==> config.mk <==
export PLATFORM = sky130hd
export DESIGN_NAME = icyc_seq
export DESIGN_NICKNAME = d
export VERILOG_FILES = /design/src/rtl/icyc_pkg.sv /design/src/rtl/icyc_step_counter.sv /design/src/rtl/icyc_op_decoder.sv /design/src/rtl/icyc_class_ctl.sv /design/src/rtl/icyc_seq.sv
export SDC_FILE = /design/constraint.sdc
export NUM_CORES = 1
export LEC_CHECK = 0
export ABC_AREA = 1
export BUFFER_PORTS_ARGS = -buffer_cell sky130_fd_sc_hd__buf_2
export CORE_ASPECT_RATIO = 0.75
export CORE_MARGIN = 5
export CORE_UTILIZATION = 43
export CTS_CLUSTER_DIAMETER = 200
export DETAILED_ROUTE_END_ITERATION = 6
export HOLD_SLACK_MARGIN = 0.12
export MAX_ROUTING_LAYER = met4
export PLACE_DENSITY = 0.75
export SLEW_MARGIN = 15
export SYNTH_ARGS = -nofsm -noshare
export SYNTH_HDL_FRONTEND = slang
export SYNTH_SLANG_ARGS = --single-unit
==> constraint.sdc <==
create_clock -name clk -period 1.45 [get_ports clk]
set_input_delay 0.145 -clock clk [delete_from_list [all_inputs] [get_ports clk]]
set_output_delay 0.145 -clock clk [all_outputs]
set_load 0.01 [all_outputs]
==> src/rtl/icyc_pkg.sv <==
// Package: shared types for the instruction cycle sequencer.
// Assumes the class encoding below is used only inside this block.
package icyc_pkg;

    // Instruction class settled at timing state 3.
    typedef enum logic [1:0] {
        CLS_MEM_DIR = 2'd0,
        CLS_MEM_IND = 2'd1,
        CLS_REG     = 2'd2,
        CLS_IO      = 2'd3
    } icyc_class_e;

    localparam int CLS_COUNT = 4;

endpackage

==> src/rtl/icyc_step_counter.sv <==
// Step counter with one-hot timing decoder.
// Increments every edge, or clears when clr is high. Wraps naturally.
// Assumes a synchronous active-low reset.
module icyc_step_counter #(
    parameter int SC_W = 4
) (
    input  logic                  clk,
    input  logic                  rst_n,
    input  logic                  clr,
    output logic [(1<<SC_W)-1:0]  t_sig
);
    localparam int NUM_T = 1 << SC_W;

    logic [SC_W-1:0] sc_q;

    // Advance or clear the step count on every edge.
    always_ff @(posedge clk) begin
        if (!rst_n)   sc_q <= '0;
        else if (clr) sc_q <= '0;
        else          sc_q <= sc_q + 1'b1;
    end

    // One timing line per counter value.
    for (genvar k = 0; k < NUM_T; k++) begin : g_tdec
        assign t_sig[k] = (sc_q == SC_W'(k));
    end

    p_step_adv_r2: assert property (@(posedge clk) disable iff (!rst_n)
        1'b1 |=> ((sc_q == '0) || (sc_q == SC_W'($past(sc_q) + 1'b1))));

    p_t_onehot_r2: assert property (@(posedge clk) disable iff (!rst_n)
        $countones(t_sig) == 1);

endmodule

==> src/rtl/icyc_op_decoder.sv <==
// Opcode decoder: expands an OP_W-bit opcode into one-hot lines.
// Purely combinational; assumes the opcode is a known value.
module icyc_op_decoder #(
    parameter int OP_W = 3
) (
    input  logic [OP_W-1:0]       opcode,
    output logic [(1<<OP_W)-1:0]  d_sig
);
    localparam int NUM_D = 1 << OP_W;

    // One decode line per opcode value.
    for (genvar k = 0; k < NUM_D; k++) begin : g_ddec
        assign d_sig[k] = (opcode == OP_W'(k));
    end

endmodule

==> src/rtl/icyc_class_ctl.sv <==
// Class control: at timing state 3, picks one of four instruction classes
// from the top decode line and the indirect flag, and requests either an
// indirect read or a counter clear. Assumes t3 is high for one cycle only.
module icyc_class_ctl
    import icyc_pkg::*;
(
    input  logic                  clk,
    input  logic                  rst_n,
    input  logic                  t3,
    input  logic                  d_top,
    input  logic                  ind,
    output logic [CLS_COUNT-1:0]  cls_hot,
    output logic                  ind_rd,
    output logic                  seq_clr
);
    icyc_class_e cls_sel;

    // Choose the class from the top decode line and the indirect flag.
    always_comb begin
        if (d_top) cls_sel = ind ? CLS_IO : CLS_REG;
        else       cls_sel = ind ? CLS_MEM_IND : CLS_MEM_DIR;
    end

    // One-hot class strobes, qualified by state 3.
    for (genvar c = 0; c < CLS_COUNT; c++) begin : g_cls
        assign cls_hot[c] = t3 && (cls_sel == icyc_class_e'(2'(c)));
    end

    // Indirect read and early return requests.
    assign ind_rd  = t3 && !d_top && ind;
    assign seq_clr = t3 && d_top;

    p_cls_only_t3_r9: assert property (@(posedge clk) disable iff (!rst_n)
        (|cls_hot) |-> t3);

    p_cls_one_r9: assert property (@(posedge clk) disable iff (!rst_n)
        t3 |-> ($countones(cls_hot) == 1));

endmodule

==> src/rtl/icyc_seq.sv <==
// Instruction cycle timing sequencer (top).
// Holds the address, program counter, instruction and indirect-flag
// registers. Fetches in states 0-2, classifies in state 3, performs the
// indirect address read, and hands over to execution. Assumes
// DATA_W == ADDR_W + OP_W + 1, SC_W >= 3, and memory reads return data in the
// same cycle.
module icyc_seq
    import icyc_pkg::*;
#(
    parameter int               DATA_W   = 16,
    parameter int               ADDR_W   = 12,
    parameter int               OP_W     = 3,
    parameter int               SC_W     = 4,
    parameter logic [ADDR_W-1:0] RESET_PC = '0
) (
    input  logic                  clk,
    input  logic                  rst_n,
    input  logic                  exec_clr,
    input  logic [DATA_W-1:0]     mem_rdata,
    output logic                  mem_rd,
    output logic [ADDR_W-1:0]     mem_addr,
    output logic [(1<<SC_W)-1:0]  t_sig,
    output logic [(1<<OP_W)-1:0]  d_sig,
    output logic                  ind_flag,
    output logic [ADDR_W-1:0]     ar_q,
    output logic [ADDR_W-1:0]     pc_q,
    output logic [DATA_W-1:0]     ir_q,
    output logic                  ar_ld,
    output logic                  pc_inc,
    output logic                  ir_ld,
    output logic                  cls_mem_dir,
    output logic                  cls_mem_ind,
    output logic                  cls_reg,
    output logic                  cls_io
);
    localparam int NUM_D  = 1 << OP_W;
    localparam int OP_LSB = ADDR_W;
    localparam int I_POS  = ADDR_W + OP_W;

    logic [CLS_COUNT-1:0] cls_hot;
    logic                 ind_rd;
    logic                 seq_clr;
    logic                 ind_q;
    logic [ADDR_W-1:0]    ar_next;

    icyc_step_counter #(.SC_W(SC_W)) u_steps (
        .clk   (clk),
        .rst_n (rst_n),
        .clr   (exec_clr | seq_clr),
        .t_sig (t_sig)
    );

    icyc_op_decoder #(.OP_W(OP_W)) u_opdec (
        .opcode (ir_q[OP_LSB +: OP_W]),
        .d_sig  (d_sig)
    );

    icyc_class_ctl u_cls (
        .clk     (clk),
        .rst_n   (rst_n),
        .t3      (t_sig[3]),
        .d_top   (d_sig[NUM_D-1]),
        .ind     (ind_q),
        .cls_hot (cls_hot),
        .ind_rd  (ind_rd),
        .seq_clr (seq_clr)
    );

    // Register strobes derived from the timing lines.
    assign ar_ld  = t_sig[0] | t_sig[2] | ind_rd;
    assign pc_inc = t_sig[1];
    assign ir_ld  = t_sig[1];
    assign mem_rd = t_sig[1] | ind_rd;
    assign mem_addr = ar_q;

    // Source for the address register in each loading state.
    always_comb begin
        if (t_sig[0])      ar_next = pc_q;
        else if (t_sig[2]) ar_next = ir_q[ADDR_W-1:0];
        else               ar_next = mem_rdata[ADDR_W-1:0];
    end

    // Address register.
    always_ff @(posedge clk) begin
        if (!rst_n)     ar_q <= '0;
        else if (ar_ld) ar_q <= ar_next;
    end

    // Program counter.
    always_ff @(posedge clk) begin
        if (!rst_n)      pc_q <= RESET_PC;
        else if (pc_inc) pc_q <= pc_q + 1'b1;
    end

    // Instruction register.
    always_ff @(posedge clk) begin
        if (!rst_n)     ir_q <= '0;
        else if (ir_ld) ir_q <= mem_rdata;
    end

    // Indirect flag, captured during decode.
    always_ff @(posedge clk) begin
        if (!rst_n)        ind_q <= 1'b0;
        else if (t_sig[2]) ind_q <= ir_q[I_POS];
    end

    assign ind_flag    = ind_q;
    assign cls_mem_dir = cls_hot[CLS_MEM_DIR];
    assign cls_mem_ind = cls_hot[CLS_MEM_IND];
    assign cls_reg     = cls_hot[CLS_REG];
    assign cls_io      = cls_hot[CLS_IO];

    p_d_onehot_r3: assert property (@(posedge clk) disable iff (!rst_n)
        $countones(d_sig) == 1);

    p_fetch_addr_r4: assert property (@(posedge clk) disable iff (!rst_n)
        t_sig[1] |-> (mem_rd && (mem_addr == pc_q)));

    p_ir_capture_r4: assert property (@(posedge clk) disable iff (!rst_n)
        t_sig[1] |=> (ir_q == $past(mem_rdata)));

    p_pc_step_r4: assert property (@(posedge clk) disable iff (!rst_n)
        t_sig[1] |=> (pc_q == ADDR_W'($past(pc_q) + 1'b1)));

    p_ind_load_r5: assert property (@(posedge clk) disable iff (!rst_n)
        (t_sig[3] && !d_sig[NUM_D-1] && ind_q && !exec_clr)
            |=> ((ar_q == $past(mem_rdata[ADDR_W-1:0])) && t_sig[4]));

    p_dir_hold_r6: assert property (@(posedge clk) disable iff (!rst_n)
        (t_sig[3] && !d_sig[NUM_D-1] && !ind_q && !exec_clr)
            |=> ((ar_q == $past(ar_q)) && t_sig[4]));

    p_rr_return_r7: assert property (@(posedge clk) disable iff (!rst_n)
        (t_sig[3] && d_sig[NUM_D-1]) |=> t_sig[0]);

    p_ext_clr_r8: assert property (@(posedge clk) disable iff (!rst_n)
        exec_clr |=> t_sig[0]);

endmodule

==> results of run 1 <==
## cell usage after synthesis (5+ instances only)
| cell type | instances |
|---|---|
| a21oi_1 | 19 |
| buf_4 | 18 |
| clkbuf_1 | 6 |
| dfxtp_1 | 45 |
| ha_1 | 5 |
| inv_1 | 50 |
| nand2_1 | 75 |
| nand3_1 | 20 |
| nor2_1 | 62 |
| nor3_1 | 11 |
| o21ai_0 | 32 |
## cell families after synthesis
logic type,synth area share [%]
and+or+nand+nor,32.3
buffers and inverters,16.2
AOI/OAI and AO/OA,10.6
DFF,37.3
adders and majority gates,2.59
xor gates and xnor gates,1.09
## worst min-delay path: stages
cell and delay [ps]:
buf_2 90, o21ai_2 60, a21oi_1 90
## layout make-up
type | count | area [µm²] | area share, %
multi-input cells | 242 | 1410 | 37.5
repair buffers | 150 | 1010 | 26.9
flip-flops and latches | 45 | 912 | 24.2
inverters | 54 | 225 | 5.98
well taps | 75 | 93.8 | 2.49
clock buffers | 6 | 72.6 | 1.93
clock inverters | 2 | 38.8 | 1.03
## repair_timing
action | 4_1_cts | 5_1_grt
endpoints found under the setup margin | 46 | 50
hold buffers | 2 | 0
pin swaps | 10 | 30
cloned | 0 | 1
buffers inserted | 17 | 7
gates resized for setup | 44 | 93
hold endpoints to repair | 2 | 0
## final timing paths
path                            slack, ps  depth (start not counted)                        from               endpoint
worst max-delay path                 -100                          9  u_steps.sc_q[1]$_SDFF_PP0_   ar_q[3]$_SDFFE_PN0P_
worst min-delay path                  110                          3               mem_rdata[12]  ir_q[12]$_SDFFE_PN0P_
worst max register to register       -100                          9  u_steps.sc_q[1]$_SDFF_PP0_   ar_q[3]$_SDFFE_PN0P_
worst min register to register        490                          2        ir_q[6]$_SDFFE_PN0P_   ir_q[6]$_SDFFE_PN0P_
## metrics by stage
| stage | hold slack (ps) | cell area, µm² |
|---|---|---|
| floorplan | 310 | 2420 |
| global placement | 407 | 3030 |
| detailed placement | 430 | 3030 |
| CTS | 123 | 3450 |
| global route | 131 | 3760 |
| finish | 106 | 3760 |
## state kept, by name (all words and copies together), names as in the netlist
signal and cells:
ar_q 12, ind_flag 1, ir_q 16, pc_q 12
u_steps.sc_q 4
## report_power, final
| part | internal, W | total (W) | switching, W |
|---|---|---|---|
| Clock | 0.000518 | 0.000979 | 0.000462 |
| Combinational | 0.000295 | 0.000690 | 0.000396 |
| Sequential | 0.00130 | 0.00135 | 0.0000517 |
## per-layer routing
layer | vias up | wire (µm)
met3 | 34 | 755
met4 | 0 | 285
met2 | 152 | 4190
met5 | - | 0
met1 | 1321 | 3340
li1 | 1392 | -
==> impl_metrics.yaml, run 1 <==
outcome:
  status: "finished with violations"
  violations: "setup timing"
timing:
  fin_setup_tns_ps: -959
  hold_viol_final: 0
  setup_slack_ps: -95.8
  rsz0062_at_grt: "yes"
  final_max_slew_viol_count: 0
  skew_ps: 10.3
  fin_crit_sh_pct: 107
  tightestPinTransition_ps: 306
  finalSetupViolCount: 23
  finalCriticalPeriod_ps: 1550
  fmax_ghz: 0.647
  max_slew_margin_pct: 79.5
clock_network:
  cts_max_path_buffers: 2
  clock_latency_ps: 310
  clk_pin_slew_ps: 90
  cts_tree: "done"
  htree_levels: 2
  cts_buffers: 5
  cts-root-buf: "clkbuf_8"
  cts.sinks: 45
setup_path:
  worstPathMaxFanout: 12
  cp-end-kind: "register"
  crit_path_start_kind: "register"
  arrival_ps: 1760
  path_cells: "ha_4 -> nand2_4 -> inv_4 -> nand3_2 -> nand2_4 -> buf_4 -> inv_8 -> nor2_1 -> nor2_1"
  critical-path-max-stage-delay_ps: 410
  crit_type: "reg -> reg"
  cp_slowest_cell: "dfxtp_4"
  critical_path_required_ps: 1660
  path_buf_inv: 3
  path_delay_family: "simple AND/OR/NAND/NOR gates"
yosys:
  netlist_instances: 370
  syn_area_per_cell_um2: 6.53
  synth_top_area_share_pct: 37.3
  ys_types: 23
  synth-edff-count: 0
  synth_ff_type: "dfxtp_1"
  synth-seq-area-share_pct: 37.3
  synth.area.top_cells: "dfxtp_1, nand2_1, nor2_1"
  yosysWarningCount: 0
  synthesis.area_um2: 2420
  synth_top_area_cell: "dfxtp_1"
  syn-num-nets: 394
  synth-seq-cells: 45
  async_reset_ff_share_pct: 0
global_routing:
  track_usage_pct: 22.0
  grt_start_max_net_pins: 22
  grt_use_met3_pct: 3.90
  grt_util_met1_pct: 27.1
  met2_usage_pct: 36.0
  grt_busiest_layer: "met2"
  grt_pass1_wl_um: 11900
  grt_pass1_vias: 2569
  overflow: 0
  antenna_found_initial: 0
finish:
  nets: 522
  final_cell_mix: "buf_2, nand2_1, nor2_1"
  final_cells: 574
  mostFrequentLayoutCell: "buf_2"
  fill_cells: 428
  drive_gt1_share_pct: 47.5
  utilization_pct: 69.6
  antennaDiodeCount: 0
  area_growth_pct: 55.7
run:
  cap_violations: 0
die:
  die_x_um: 96.6
  top_level_ports: 104
  die-height_um: 74.9
  initial_core_util_pct: 44.7
  core_um2: 5410
  rows: 23
  die-area_um2: 7240
place:
  gp_congestion: 0.903
  dp.cells: 541
  pre_cts_slack_ps: -107
  place_hpwl_um: 5330
  port_buffers: 103
detailed_routing:
  vias_per_cell: 5.05
  drt-initial-drc-count: 189
  drcViolationCount: 0
  firstDrtPassIters: 5
  avgRoutedWirePerCell_um: 14.9
  routed_wl_um: 8570
  vias: 2899
  postRouteAntennaNets: 0
pwr:
  power.density_nw_per_um2: 803
  power_w: 0.00302
  p_leak_nw: 1.94
  vdd_ir_drop_max_mv: 0.478
min_path:
  hp-class: "in -> reg"
No activity file was read; power rests on OpenSTA's default activity.
==> inputs of run 2 (changes only) <==
- CELL_PAD_IN_SITES_DETAIL_PLACEMENT: unset -> 2
- CELL_PAD_IN_SITES_GLOBAL_PLACEMENT: unset -> 2
- CORE_UTILIZATION: 43 -> 21
- PLACE_DENSITY: 0.75 -> 0.73
==> impl_metrics.yaml, run 2 (same netlist as run 1, synthesis figures left out) <==
detailed_routing:
  postRouteAntennaNets: 0
  avgRoutedWirePerCell_um: 18.5
  drcViolationCount: 0
  drt-initial-drc-count: 100
  routed_wl_um: 11800
  firstDrtPassIters: 4
  vias_per_cell: 4.53
  vias: 2885
finish:
  utilization_pct: 34.8
  nets: 522
  area_growth_pct: 59.7
  top_register: "ir_q"
  final_cell_mix: "buf_2, nand2_1, nor2_1"
  mostFrequentLayoutCell: "buf_2"
  top_regs: "ir_q x16, ar_q x12, pc_q x12"
  antennaDiodeCount: 0
  largest_reg_flops: 16
  drive_gt1_share_pct: 46.1
min_path:
  whs_path_depth: 3
  hp-class: "in -> reg"
  hp-start: "mem_rdata[15]"
global_routing:
  grt_util_met1_pct: 19.9
  grt_pass1_vias: 3077
  met2_usage_pct: 27.4
  antenna_found_initial: 0
  grt_start_max_net_pins: 30
  track_usage_pct: 16.3
  grt_pass1_wl_um: 16800
  grt_use_met3_pct: 3.12
  overflow: 0
  grt_busiest_layer: "met2"
timing:
  rsz0062_at_grt: "yes"
  hold_viol_final: 0
  final_max_slew_viol_count: 0
  max_slew_margin_pct: 77.0
  fin_crit_sh_pct: 112
  holdWs_ps: 98.7
  setup_slack_ps: -176
  skew_ps: 9.36
  finalSetupViolCount: 50
  fmax_ghz: 0.615
  finalCriticalPeriod_ps: 1630
  tightestPinTransition_ps: 345
outcome:
  violations: "setup timing"
  status: "finished with violations"
pwr:
  vdd_ir_drop_max_mv: 0.400
  p_seq_share_pct: 42.3
  power.density_nw_per_um2: 832
  p_switching_w: 0.00100
  pwr-share-clk_pct: 35.4
  power_w: 0.00321
  p_int_w: 0.00221
  power_frac_comb_pct: 22.2
  p_leak_nw: 1.95
  swShare_pct: 31.1
die:
  die-area_um2: 13800
  initial_core_util_pct: 21.8
  core_um2: 11100
  die-height_um: 103
  rows: 33
  top_level_ports: 104
  die_x_um: 134
run:
  cap_violations: 0
clock_network:
  clock_latency_ps: 300
  cts_max_path_buffers: 2
  clk_pin_slew_ps: 70
  htree_levels: 2
  cts.sinks: 45
  cts_hold_buf: 0
  cts_buffers: 5
  cts_tree: "done"
  cts-root-buf: "clkbuf_16"
setup_path:
  r2r_cells: 6
  startpoint: "u_steps.sc_q[1]$_SDFF_PP0_"
  crit_path_start_kind: "register"
  cp-end-kind: "primary output"
  r2r_start: "u_steps.sc_q[0]$_SDFF_PP0_"
  worstPathMaxFanout: 4
  arrival_ps: 1480
  critical_path_required_ps: 1310
  crit_type: "reg -> out"
place:
  gp_congestion: 0.773
  port_buffers: 103
  place_hpwl_um: 7710
[run 2: cell types whose count changed in the layout (fill, tap and decap cells not counted), sizes merged]
cell	before	now
bufinv	1	0
inv	54	55
bufbuf	0	1
clkbuf	7	5
dlygate4sd3	2	0
buf	147	148
[run 2: timing repair]
item,in CTS,in global routing
gates cloned,1,1
pin swaps,8,14
gates resized for setup,52,82
buffers inserted,15,7
endpoints found under the hold margin,0,0
setup endpoints to repair,57,59
[run 2: path summary, 6_finish.rpt]
| kind | end | slack [ps] |
|---|---|---|
| setup / recovery | ar_ld | -180 |
| hold reg to reg | ir_q[3]$_SDFFE_PN0P_ | 480 |
| setup reg to reg | ir_q[0]$_SDFFE_PN0P_ | -90 |
| hold / removal | ir_q[15]$_SDFFE_PN0P_ | 100 |
[run 2: metal layers]
metal / share of wire, % / wire length [µm] / up-vias
met2: 50 / 5870 / 63
met5: 0 / 0 / -
met3: 3.6 / 427 / 12
met1: 45 / 5320 / 1422
li1: - / - / 1388
met4: 1.5 / 179 / 0
[run 2: final cells by class]
type                       instances  area [µm²]
clock buffer                       5         125
clock inverter                     1        5.00
fill                            1301        7250
timing repair inverter             1        6.26
sequential                        45         915
inverter                          54         230
timing repair buffer             149         986
multi-input combinational        242        1420
tap                              140         175
[run 2: metrics by stage]
stage | cell area, µm² | instances | setup TNS, ps | setup slack, ps
2_1_floorplan | 2420 | 370 | 0 | 1.49
3_3_place_gp | 3140 | 610 | -102 | -30.1
3_5_place_dp | 3140 | 610 | -2220 | -159
4_1_cts | 3540 | 630 | -2110 | -143
5_1_grt | 3860 | 637 | -5700 | -215
6_report | 3860 | 637 | -2960 | -176
[run 2: power by group through the flow]
stage,combinational [W],clock (W),sequential [W]
3_5_place_dp,0.000561,0,0.00138
2_1_floorplan,0.000301,0,0.00141
4_1_cts,0.000634,0.00115,0.00136
6_report,0.000714,0.00114,0.00136
3_3_place_gp,0.000541,0,0.00138
5_1_grt,0.000780,0.00122,0.00137
[run 2: critical path, stage by stage (launching register included)]
cell     delay [ps]
dfxtp_4         410
inv_4            70
ha_4            180
nand2_4          80
inv_4            50
nor2_4          100
nand2_4          70
buf_12          120
buf_6           110
==> inputs of run 3 (changes only) <==
- ABC_AREA: 1 -> unset
- CORE_UTILIZATION: 21 -> 24
- PLACE_DENSITY: 0.73 -> 0.74
==> impl_metrics.yaml, run 3 <==
outcome:
  status: "finished with violations"
  violations: "setup timing"
yosys:
  synth.area.top_cells: "dfxtp_1, nand2_1, o2bb2ai_2"
  netlist_instances: 271
  synth_top_area_share_pct: 36.3
  ys_types: 43
  syn-num-nets: 295
  synthesis.area_um2: 2480
  ys_top_cells_by_count: "dfxtp_1, nand2_1, and2_1"
  synth-seq-cells: 45
  async_reset_ff_share_pct: 0
  yosysWarningCount: 0
  synth-edff-count: 0
  synth_top_area_cell: "dfxtp_1"
  syn_area_per_cell_um2: 9.15
  synth-seq-area-share_pct: 36.3
  synth_ff_type: "dfxtp_1"
timing:
  finalSetupViolCount: 44
  setup_slack_ps: -156
  tightestPinTransition_ps: 310
  fmax_ghz: 0.623
  final_max_slew_viol_count: 0
  skew_ps: 10.9
  fin_setup_tns_ps: -3050
  fin_crit_sh_pct: 111
  max_slew_margin_pct: 79.3
  rsz0062_at_grt: "yes"
  holdWs_ps: 113
  hold_viol_final: 0
  finalCriticalPeriod_ps: 1610
setup_path:
  path_buf_inv: 4
  crit_path_start_kind: "register"
  path_cells: "inv_2 -> ha_2 -> buf_6 -> o21ai_4 -> buf_4 -> buf_12 -> a22oi_1 -> o2bb2ai_1"
  arrival_ps: 1790
  cp-end-kind: "register"
  crit_type: "reg -> reg"
  path_delay_family: "buffers and inverters"
  cp.depth: 8
  startpoint: "u_steps.sc_q[0]$_SDFF_PP0_"
  cp_slowest_cell: "dfxtp_2"
  critical-path-max-stage-delay_ps: 330
  critical_path_required_ps: 1630
  r2r_start: "u_steps.sc_q[0]$_SDFF_PP0_"
  r2r_cells: 8
  r2r_slack_ps: -160
  worstPathMaxFanout: 12
clock_network:
  cts_tree: "done"
  cts.sinks: 45
  clk_pin_slew_ps: 70
  clock_latency_ps: 300
  cts_buffers: 5
  htree_levels: 2
  cts-root-buf: "clkbuf_16"
  cts_max_path_buffers: 2
detailed_routing:
  vias: 2613
  postRouteAntennaNets: 0
  routed_wl_um: 11600
  drt-initial-drc-count: 111
  vias_per_cell: 4.78
  avgRoutedWirePerCell_um: 21.2
  drcViolationCount: 0
  firstDrtPassIters: 4
global_routing:
  grt_start_max_net_pins: 27
  grt_pass1_wl_um: 16100
  antenna_found_initial: 0
  grt_pass1_vias: 2816
  track_usage_pct: 17.0
  overflow: 0
die:
  top_level_ports: 104
  die-area_um2: 12500
  die-height_um: 98.0
  die_x_um: 127
  initial_core_util_pct: 24.4
  core_um2: 10200
  rows: 32
place:
  dp.cells: 504
  place_hpwl_um: 6920
  port_buffers: 103
  gp_congestion: 0.826
finish:
  final_cells: 547
  nets: 434
  top_register: "ir_q"
  drive_gt1_share_pct: 57.2
  final_cell_mix: "buf_2, dfxtp_1, nand2_1"
  mostFrequentLayoutCell: "buf_2"
  regArea_um2: 915
  utilization_pct: 40.7
  largest_reg_flops: 16
  area_growth_pct: 66.8
  antennaDiodeCount: 0
  top_regs: "ir_q x16, ar_q x12, pc_q x12"
  fill_cells: 1105
  multiInputGateArea_um2: 1550
min_path:
  hp-start: "mem_rdata[8]"
  whs_path_depth: 3
  hp-class: "in -> reg"
pwr:
  power.density_nw_per_um2: 798
  vdd_ir_drop_max_mv: 0.398
  p_leak_nw: 1.92
  power_w: 0.00330
run:
  cap_violations: 0
## run 3: worst paths after layout
path / to
worst max register to register: ar_q[11]$_SDFFE_PN0P_
worst min-delay path: ir_q[8]$_SDFFE_PN0P_
worst min register to register: ir_q[7]$_SDFFE_PN0P_
worst max-delay path: ar_q[11]$_SDFFE_PN0P_
## run 3: what timing repair did
item,in CTS,in global routing
resized for setup,58,61
setup endpoints to repair,60,63
endpoints found under the hold margin,10,0
hold buffers,10,0
cloned,1,0
setup buffers,12,13
pin swaps,13,18
## run 3: per-layer routing
metal | routed length [µm] | GRT usage (%)
met5 | 0 | -
met1 | 5050 | 21.3
met3 | 699 | 4.43
met4 | 283 | 3.54
met2 | 5540 | 27.8
## run 3: worst reg2reg max path: stages (launching register included)
cell       delay, ps
dfxtp_2          330
inv_2             90
ha_2             210
buf_6            140
o21ai_4           80
buf_4            140
buf_12           140
a22oi_1          230
o2bb2ai_1        120
## run 3: cells by family after synthesis
| kind of cell | count (synthesis) | synth area share [%] |
|---|---|---|
| muxes | 2 | 0.808 |
| DFF | 45 | 36.3 |
| AOI/OAI and AO/OA | 59 | 21.6 |
| adders and majority gates | 5 | 2.52 |
| buffers and inverters | 42 | 10.4 |
| and+or+nand+nor | 108 | 24.7 |
| xor gates and xnor gates | 10 | 3.53 |
## run 3: area by class of cell
type,instances,area share (%)
inverter,7,0.817
clock inverter,2,0.938
multi-input combinational,184,37.5
timing repair buffer,167,31.4
sequential,45,22.1
tap,136,4.11
clock buffer,6,3.12
## run 3: power by group
group          internal [W]  switching, W
logic              0.000305      0.000312
clock network      0.000819      0.000547
registers           0.00127     0.0000427
## run 3: per-stage QoR
| stage | cell area [µm²] | setup WS [ps] |
|---|---|---|
| after floorplan | 2510 | 4.64 |
| after global placement | 3190 | -282 |
| after detailed placement | 3190 | -315 |
| after CTS | 3810 | -113 |
| after global routing | 4140 | -230 |
| final | 4140 | -156 |
